File: src/rtl/mdiv_pkg.sv
// Package: shared constants for the feedback divider control block.
// Assumes: a 6-bit divider word and a 45..55 lockable band.
package mdiv_pkg;
    parameter int unsigned MDIV_W      = 6;
    parameter int unsigned MDIV_NOM    = 50;
    parameter int unsigned MDIV_MIN    = 45;
    parameter int unsigned MDIV_MAX    = 55;
    parameter int unsigned SYNC_DEPTH  = 2;
endpackage

File: src/rtl/mdiv_sync.sv
// Module: multi-bit flop-chain synchronizer for independent asynchronous levels.
// Assumes: each bit is a slow level, so bits need no coherence with one another.
module mdiv_sync #(
    parameter int unsigned W      = 3,
    parameter int unsigned STAGES = 2
) (
    input  logic         clk,
    input  logic         rst_n,
    input  logic [W-1:0] d_i,
    output logic [W-1:0] q_o
);
    logic [W-1:0] stg [STAGES];

    // First stage captures the asynchronous inputs.
    always_ff @(posedge clk) begin
        if (!rst_n) stg[0] <= '0;
        else        stg[0] <= d_i;
    end

    genvar gi;
    generate
        for (gi = 1; gi < STAGES; gi++) begin : g_stage
            // Each further stage lets metastability settle.
            always_ff @(posedge clk) begin
                if (!rst_n) stg[gi] <= '0;
                else        stg[gi] <= stg[gi-1];
            end
        end
    endgenerate

    assign q_o = stg[STAGES-1];
endmodule

File: src/rtl/mdiv_serial_capture.sv
// Module: shift register and commit register driven by the synchronized serial port.
// Assumes: the inputs are already synchronized to clk, and the data is stable
// around each serial clock rise.
module mdiv_serial_capture #(
    parameter int unsigned W         = 6,
    parameter int unsigned RESET_VAL = 50
) (
    input  logic         clk,
    input  logic         rst_n,
    input  logic         load_s_i,
    input  logic         sclk_s_i,
    input  logic         sdata_s_i,
    output logic [W-1:0] shift_q_o,
    output logic [W-1:0] ctrl_q_o,
    output logic         commit_o
);
    localparam logic [W-1:0] RST_W = W'(RESET_VAL);

    logic load_d, sclk_d, shift_en;

    // Delayed copies of the synchronized levels, for edge detection.
    always_ff @(posedge clk) begin
        if (!rst_n) begin
            load_d <= 1'b0;
            sclk_d <= 1'b0;
        end else begin
            load_d <= load_s_i;
            sclk_d <= sclk_s_i;
        end
    end

    assign shift_en = load_s_i & sclk_s_i & ~sclk_d;
    assign commit_o = load_d & ~load_s_i;

    // Shift in one bit, MSB first, on each serial clock rise inside the window.
    always_ff @(posedge clk) begin
        if (!rst_n)        shift_q_o <= RST_W;
        else if (shift_en) shift_q_o <= {shift_q_o[W-2:0], sdata_s_i};
    end

    // Copy the shift register into the control register on a load-enable fall.
    always_ff @(posedge clk) begin
        if (!rst_n)        ctrl_q_o <= RST_W;
        else if (commit_o) ctrl_q_o <= shift_q_o;
    end
endmodule

File: src/rtl/mdiv_feedback_counter.sv
// Module: divide-by-M counter that pulses once every M clock cycles.
// Assumes: M may change at any time; values 0 and 1 give a pulse every cycle.
module mdiv_feedback_counter #(
    parameter int unsigned W = 6
) (
    input  logic         clk,
    input  logic         rst_n,
    input  logic [W-1:0] m_i,
    output logic         tick_o
);
    logic [W-1:0] cnt, term;

    assign term   = (m_i <= W'(1)) ? '0 : m_i - W'(1);
    assign tick_o = (cnt >= term);

    // Count up and wrap on the terminal count.
    always_ff @(posedge clk) begin
        if (!rst_n)      cnt <= '0;
        else if (tick_o) cnt <= '0;
        else             cnt <= cnt + W'(1);
    end
endmodule

File: src/rtl/margin_divider_ctrl.sv
// Module: top of the feedback divider control block. Synchronizes the serial
// port, captures and commits the ratio, selects the nominal or committed value,
// flags out-of-band ratios and drives the divide-by-M tick.
// Assumes: the mode input is a static strap or is already synchronous to clk.
module margin_divider_ctrl
    import mdiv_pkg::*;
#(
    parameter int unsigned W       = MDIV_W,
    parameter int unsigned NOMINAL = MDIV_NOM,
    parameter int unsigned LO      = MDIV_MIN,
    parameter int unsigned HI      = MDIV_MAX,
    parameter int unsigned STAGES  = SYNC_DEPTH
) (
    input  logic         clk,
    input  logic         rst_n,
    input  logic         load_en_i,
    input  logic         sclk_i,
    input  logic         sdata_i,
    input  logic         margin_mode_i,
    output logic [W-1:0] div_word_o,
    output logic         out_of_range_o,
    output logic         fb_tick_o
);
    localparam logic [W-1:0] NOM_W = W'(NOMINAL);
    localparam logic [W-1:0] LO_W  = W'(LO);
    localparam logic [W-1:0] HI_W  = W'(HI);

    logic [2:0]   pins_s;
    logic         load_s, sclk_s, sdata_s, commit;
    logic [W-1:0] shift_q, ctrl_q;

    mdiv_sync #(.W(3), .STAGES(STAGES)) u_sync (
        .clk   (clk),
        .rst_n (rst_n),
        .d_i   ({load_en_i, sclk_i, sdata_i}),
        .q_o   (pins_s)
    );

    assign {load_s, sclk_s, sdata_s} = pins_s;

    mdiv_serial_capture #(.W(W), .RESET_VAL(NOMINAL)) u_cap (
        .clk       (clk),
        .rst_n     (rst_n),
        .load_s_i  (load_s),
        .sclk_s_i  (sclk_s),
        .sdata_s_i (sdata_s),
        .shift_q_o (shift_q),
        .ctrl_q_o  (ctrl_q),
        .commit_o  (commit)
    );

    // Mode selects the committed ratio or the fixed nominal one.
    always_comb div_word_o = margin_mode_i ? ctrl_q : NOM_W;

    // Flag ratios outside the lockable band; the value is not clamped.
    always_comb out_of_range_o = (div_word_o < LO_W) || (div_word_o > HI_W);

    mdiv_feedback_counter #(.W(W)) u_fbcnt (
        .clk    (clk),
        .rst_n  (rst_n),
        .m_i    (div_word_o),
        .tick_o (fb_tick_o)
    );
endmodule

File: config.mk
export PLATFORM = sky130hd
export DESIGN_NAME = margin_divider_ctrl
export DESIGN_NICKNAME = d
export VERILOG_FILES = /design/src/rtl/mdiv_pkg.sv /design/src/rtl/mdiv_sync.sv /design/src/rtl/mdiv_serial_capture.sv /design/src/rtl/mdiv_feedback_counter.sv /design/src/rtl/margin_divider_ctrl.sv
export SDC_FILE = /design/constraint.sdc
export NUM_CORES = 1
export LEC_CHECK = 0
export ABC_AREA = 0
export BUFFER_PORTS_ARGS = -buffer_cell sky130_fd_sc_hd__buf_2
export CAP_MARGIN = 20
export CORE_ASPECT_RATIO = 1.25
export CORE_MARGIN = 4
export CORE_UTILIZATION = 40
export DETAILED_ROUTE_END_ITERATION = 10
export PLACE_DENSITY = 0.61
export SLEW_MARGIN = 5
export SYNTH_ARGS = -nofsm -noshare
export SYNTH_HDL_FRONTEND = slang
export SYNTH_SLANG_ARGS = --single-unit
File: constraint.sdc
create_clock -name clk -period 2.35 [get_ports clk]
set_input_delay 0.1175 -clock clk [delete_from_list [all_inputs] [get_ports clk]]
set_output_delay 0.1175 -clock clk [all_outputs]
set_load 0.005 [all_outputs]
==> summary.md <==
| Metric | Value |
|---|---|
| Status | finished with violations |
| Failing checks | setup timing |
| Total track usage | between 10% and 20% |
| Core area | between 2000 and 3000 um^2 |
| CTS tree | built |
| Register area | 523 um^2 |
| Setup total negative slack | -0.0408 ns |
| Hold_sp | rst_n |
| Setup Viol. Count Final | 1 |
| Initial detailed-routing violation count | 8 |
| Final Cycle Share | 102% |
| Clk pwr share | 28.3% |
| Slew @ Worst Pin | approximately 0.42 ns |
| Global-route wire length before repair | 4160 um |
| Clock buffer depth | 2 |
| Cells on worst reg2reg path | 11 |
| Internal Pwr Total | between 0.0005 and 0.0006 W |
| Pin count of the biggest net entering global routing | 22 |
| Worst hold stages | 2 |
| YS warnings | 0 |
| Crit start category | register |
| Largest fanout on the critical path | 4 |
| CP endpoint kind | output port |
| DRC viols | 0 |
| Share of cells above drive strength 1 | just over 30% |
| Fmax | 418 MHz |
| RR Endpoint | u_fbcnt.cnt[5]$_SDFF_PP0_ |
| Antenna violations before repair | 0 |
| Net Switching | ~0.00017 W |
| H-tree depth | 1 |
| Synth Register Bits | 26 |
| Unrepaired setup endpoints after global routing | true |
| Post-route cell area | 1600 um^2 |
| Sequential Power Share | 61.2% |
| Vias/cell | ~4.9 |
| Post-synthesis sequential area ratio | ~41% |
| Average cell area after synthesis | a little over 9 um^2 |
| WL met1 | 921 um |
| P per Cell Area | between 400 and 500 nW/um^2 |
| Met2 routed wirelength | ~1200 um |
| Filler cells | between 200 and 300 |
| Endpoints failing hold | 0 |
| # diodes | 0 |
| Critical path class | reg2out |
| Antenna-violating nets left | 0 |
| EDFF count, synth | 0 |
| Gate power share | a little over a tenth |
| Post-synth top area cell | dfxtp_1 |
| Nets@finish | between 150 and 200 |
| Setup Skew | 0.00477 ns |
| FF-to-FF setup slack | 0.03 ns |
| Critical Path AT | ~2.3 ns |
| FFs w/ async S/R, synth | 0% |
| Via count | 960 |
| Port bufs | 13 |
| Num CTS Buffers | 3 |
| Die H | ~70 um |
| Distinct cells, synth | 34 |
| Area of the multi-input gates | roughly 850 um^2 |
| Maxcap violations | 0 |
| WP data required | between 2 and 2.5 ns |
| Most instantiated cells after synthesis | dfxtp_1, nand2_1, and2_1, ha_1, nor2_1 |
| Metal3 WL | 72 um |
| Final setup margin | -0.0408 ns |
| I/O pin total | 14 |
| Grt ovf | 0 |
| CTS clock-pin slew for the worst setup and hold paths | around 0.13 ns |
| Drt first pass iters | 4 |
| Count leader, synth | dfxtp_1 |
| WHS Endpoint | u_cap.shift_q_o[5]$_SDFFE_PN1P_ |
| Post-place instance area | 1390 um^2 |
| R2R Path Start | u_cap.ctrl_q_o[1]$_SDFFE_PN1P_ |
| Min Hold Slack | between 0.1 and 0.15 ns |
| Sw frac | 22.4% |
| Final Max Slew Viols | 0 |
| Post-synthesis to final-layout area growth | 27.1% |
| Width of the die | between 50 and 60 um |
| Syn Inst Count | between 100 and 150 |
| Leakage | between 0.6 and 0.7 nW |
| Placer Congestion | 0.816 |
| Min Clock Period, post-route | roughly 2.4 ns |
| Drt total wl | approximately 2200 um |
| Peak supply drop | about 0.27 mV |
| Vias in the first global route | between 1000 and 1500 |
| Final core occ | 53.8% |
| Starting density of the core | around 42% |
| # rows | 22 |
| DR top layer | met4 |
| Synth Net Count | between 150 and 200 |
| Clock Sinks | 26 |
| Ys flop type | dfxtp_1 |
| Clock Tree Root | clkbuf_4 |
| Mean routed wirelength per cell | ~11 um |
| Post-synth top area share | between 40% and 50% |
| Clk Latency, worst-skew pair | between 0.3 and 0.4 ns |
| Slew headroom | between 70% and 80% |
| Dpl ws | ~0.014 ns |
| Worst Hold Class | in2reg |
| Post-Syn Area | ~1300 um^2 |
| Hpwl dp | 1670 um |
| Area contributors post-synth | dfxtp_1, ha_1, nand2_1, mux2i_1, and2_1 |
| Die Area | roughly 4000 um^2 |
[critical path: stages (launching register included)]
cell	delay [ns]
dfxtp_2	0.36
nor2b_4	0.18
ha_4	0.17
buf_4	0.13
nand3b_1	0.09
o21ai_2	0.17
a21oi_2	0.08
ha_1	0.29
nand4_1	0.13
o221ai_2	0.21
buf_2	0.14
[layout make-up]
class                   instances  area share (%)
multi-input cells             103            53.0
clock buffers                   4            2.27
well taps                      36            2.81
inverters                       4           0.938
repair buffers                 21            8.29
flip-flops and latches         26            32.7
[worst max path at each step]
| stage | startpoint | end | slack (ns) |
|---|---|---|---|
| after floorplan | u_cap.ctrl_q_o[0]$_SDFFE_PN0P_ | u_fbcnt.cnt[2]$_SDFF_PP0_ | 0.09 |
| after global placement | u_cap.ctrl_q_o[1]$_SDFFE_PN1P_ | u_fbcnt.cnt[5]$_SDFF_PP0_ | 0.07 |
| after detailed placement | u_cap.ctrl_q_o[1]$_SDFFE_PN1P_ | u_fbcnt.cnt[5]$_SDFF_PP0_ | 0.01 |
| after CTS | u_cap.ctrl_q_o[1]$_SDFFE_PN1P_ | fb_tick_o | -0.08 |
| after global routing | u_cap.ctrl_q_o[1]$_SDFFE_PN1P_ | fb_tick_o | -0.20 |
| final | u_cap.ctrl_q_o[1]$_SDFFE_PN1P_ | fb_tick_o | -0.04 |
[per-layer routing]
metal  vias to the layer above  global-route usage (%)
met1                       434                    13.5
met3                         7                    1.82
met2                        15                    22.9
met5                         -                       0
met4                         0                    7.99
li1                        504                       -
[cell usage in the layout, fill, tap and decap left out, types with 5 or more instances in the layout]
cell,instances
ha_1,5
buf_2,13
nand2_1,19
dfxtp_1,24
and2_1,10
nor2b_1,5
buf_4,5
nand3_1,6
nor2_1,6
mux2i_1,7
[timing repair]
| action | CTS | global route |
|---|---|---|
| endpoints found under the hold margin | 3 | 0 |
| resized for setup | 22 | 6 |
| hold buffers | 3 | 0 |
| pin swaps | 11 | 1 |
| setup endpoints to repair | 7 | 7 |
| buffers inserted | 2 | 0 |
[power by group through the flow]
stage | Sequential (W) | Combinational, W | Clock, W
after floorplan | 0.000472 | 0.0000408 | 0
after global placement | 0.000474 | 0.0000550 | 0
after detailed placement | 0.000474 | 0.0000574 | 0
after CTS | 0.000466 | 0.0000784 | 0.000231
after global routing | 0.000468 | 0.0000907 | 0.000243
final | 0.000466 | 0.0000796 | 0.000215
[state kept, by name, summed over array words and instances, names as in the netlist]
register         cells
u_sync.stg           6
u_cap.load_d         1
u_fbcnt.cnt          6
u_cap.shift_q_o      6
u_cap.sclk_d         1
u_cap.ctrl_q_o       6
[per-stage QoR]
stage,power (W),instances
6_report,0.000760,194
4_1_cts,0.000775,194
2_1_floorplan,0.000512,136
5_1_grt,0.000802,194
3_5_place_dp,0.000531,186
3_3_place_gp,0.000529,186
[kinds of logic after synthesis]
| group | Yosys count | share of synthesized area (%) |
|---|---|---|
| DFF | 26 | 41.4 |
| xor gates and xnor gates | 5 | 3.48 |
| buffers and inverters | 7 | 2.19 |
| adders and majority gates | 9 | 8.95 |
| muxes | 7 | 5.57 |
| and+or+nand+nor | 65 | 29.0 |
| AOI/OAI and AO/OA | 17 | 9.44 |
Power figures use the tool's default switching activity.
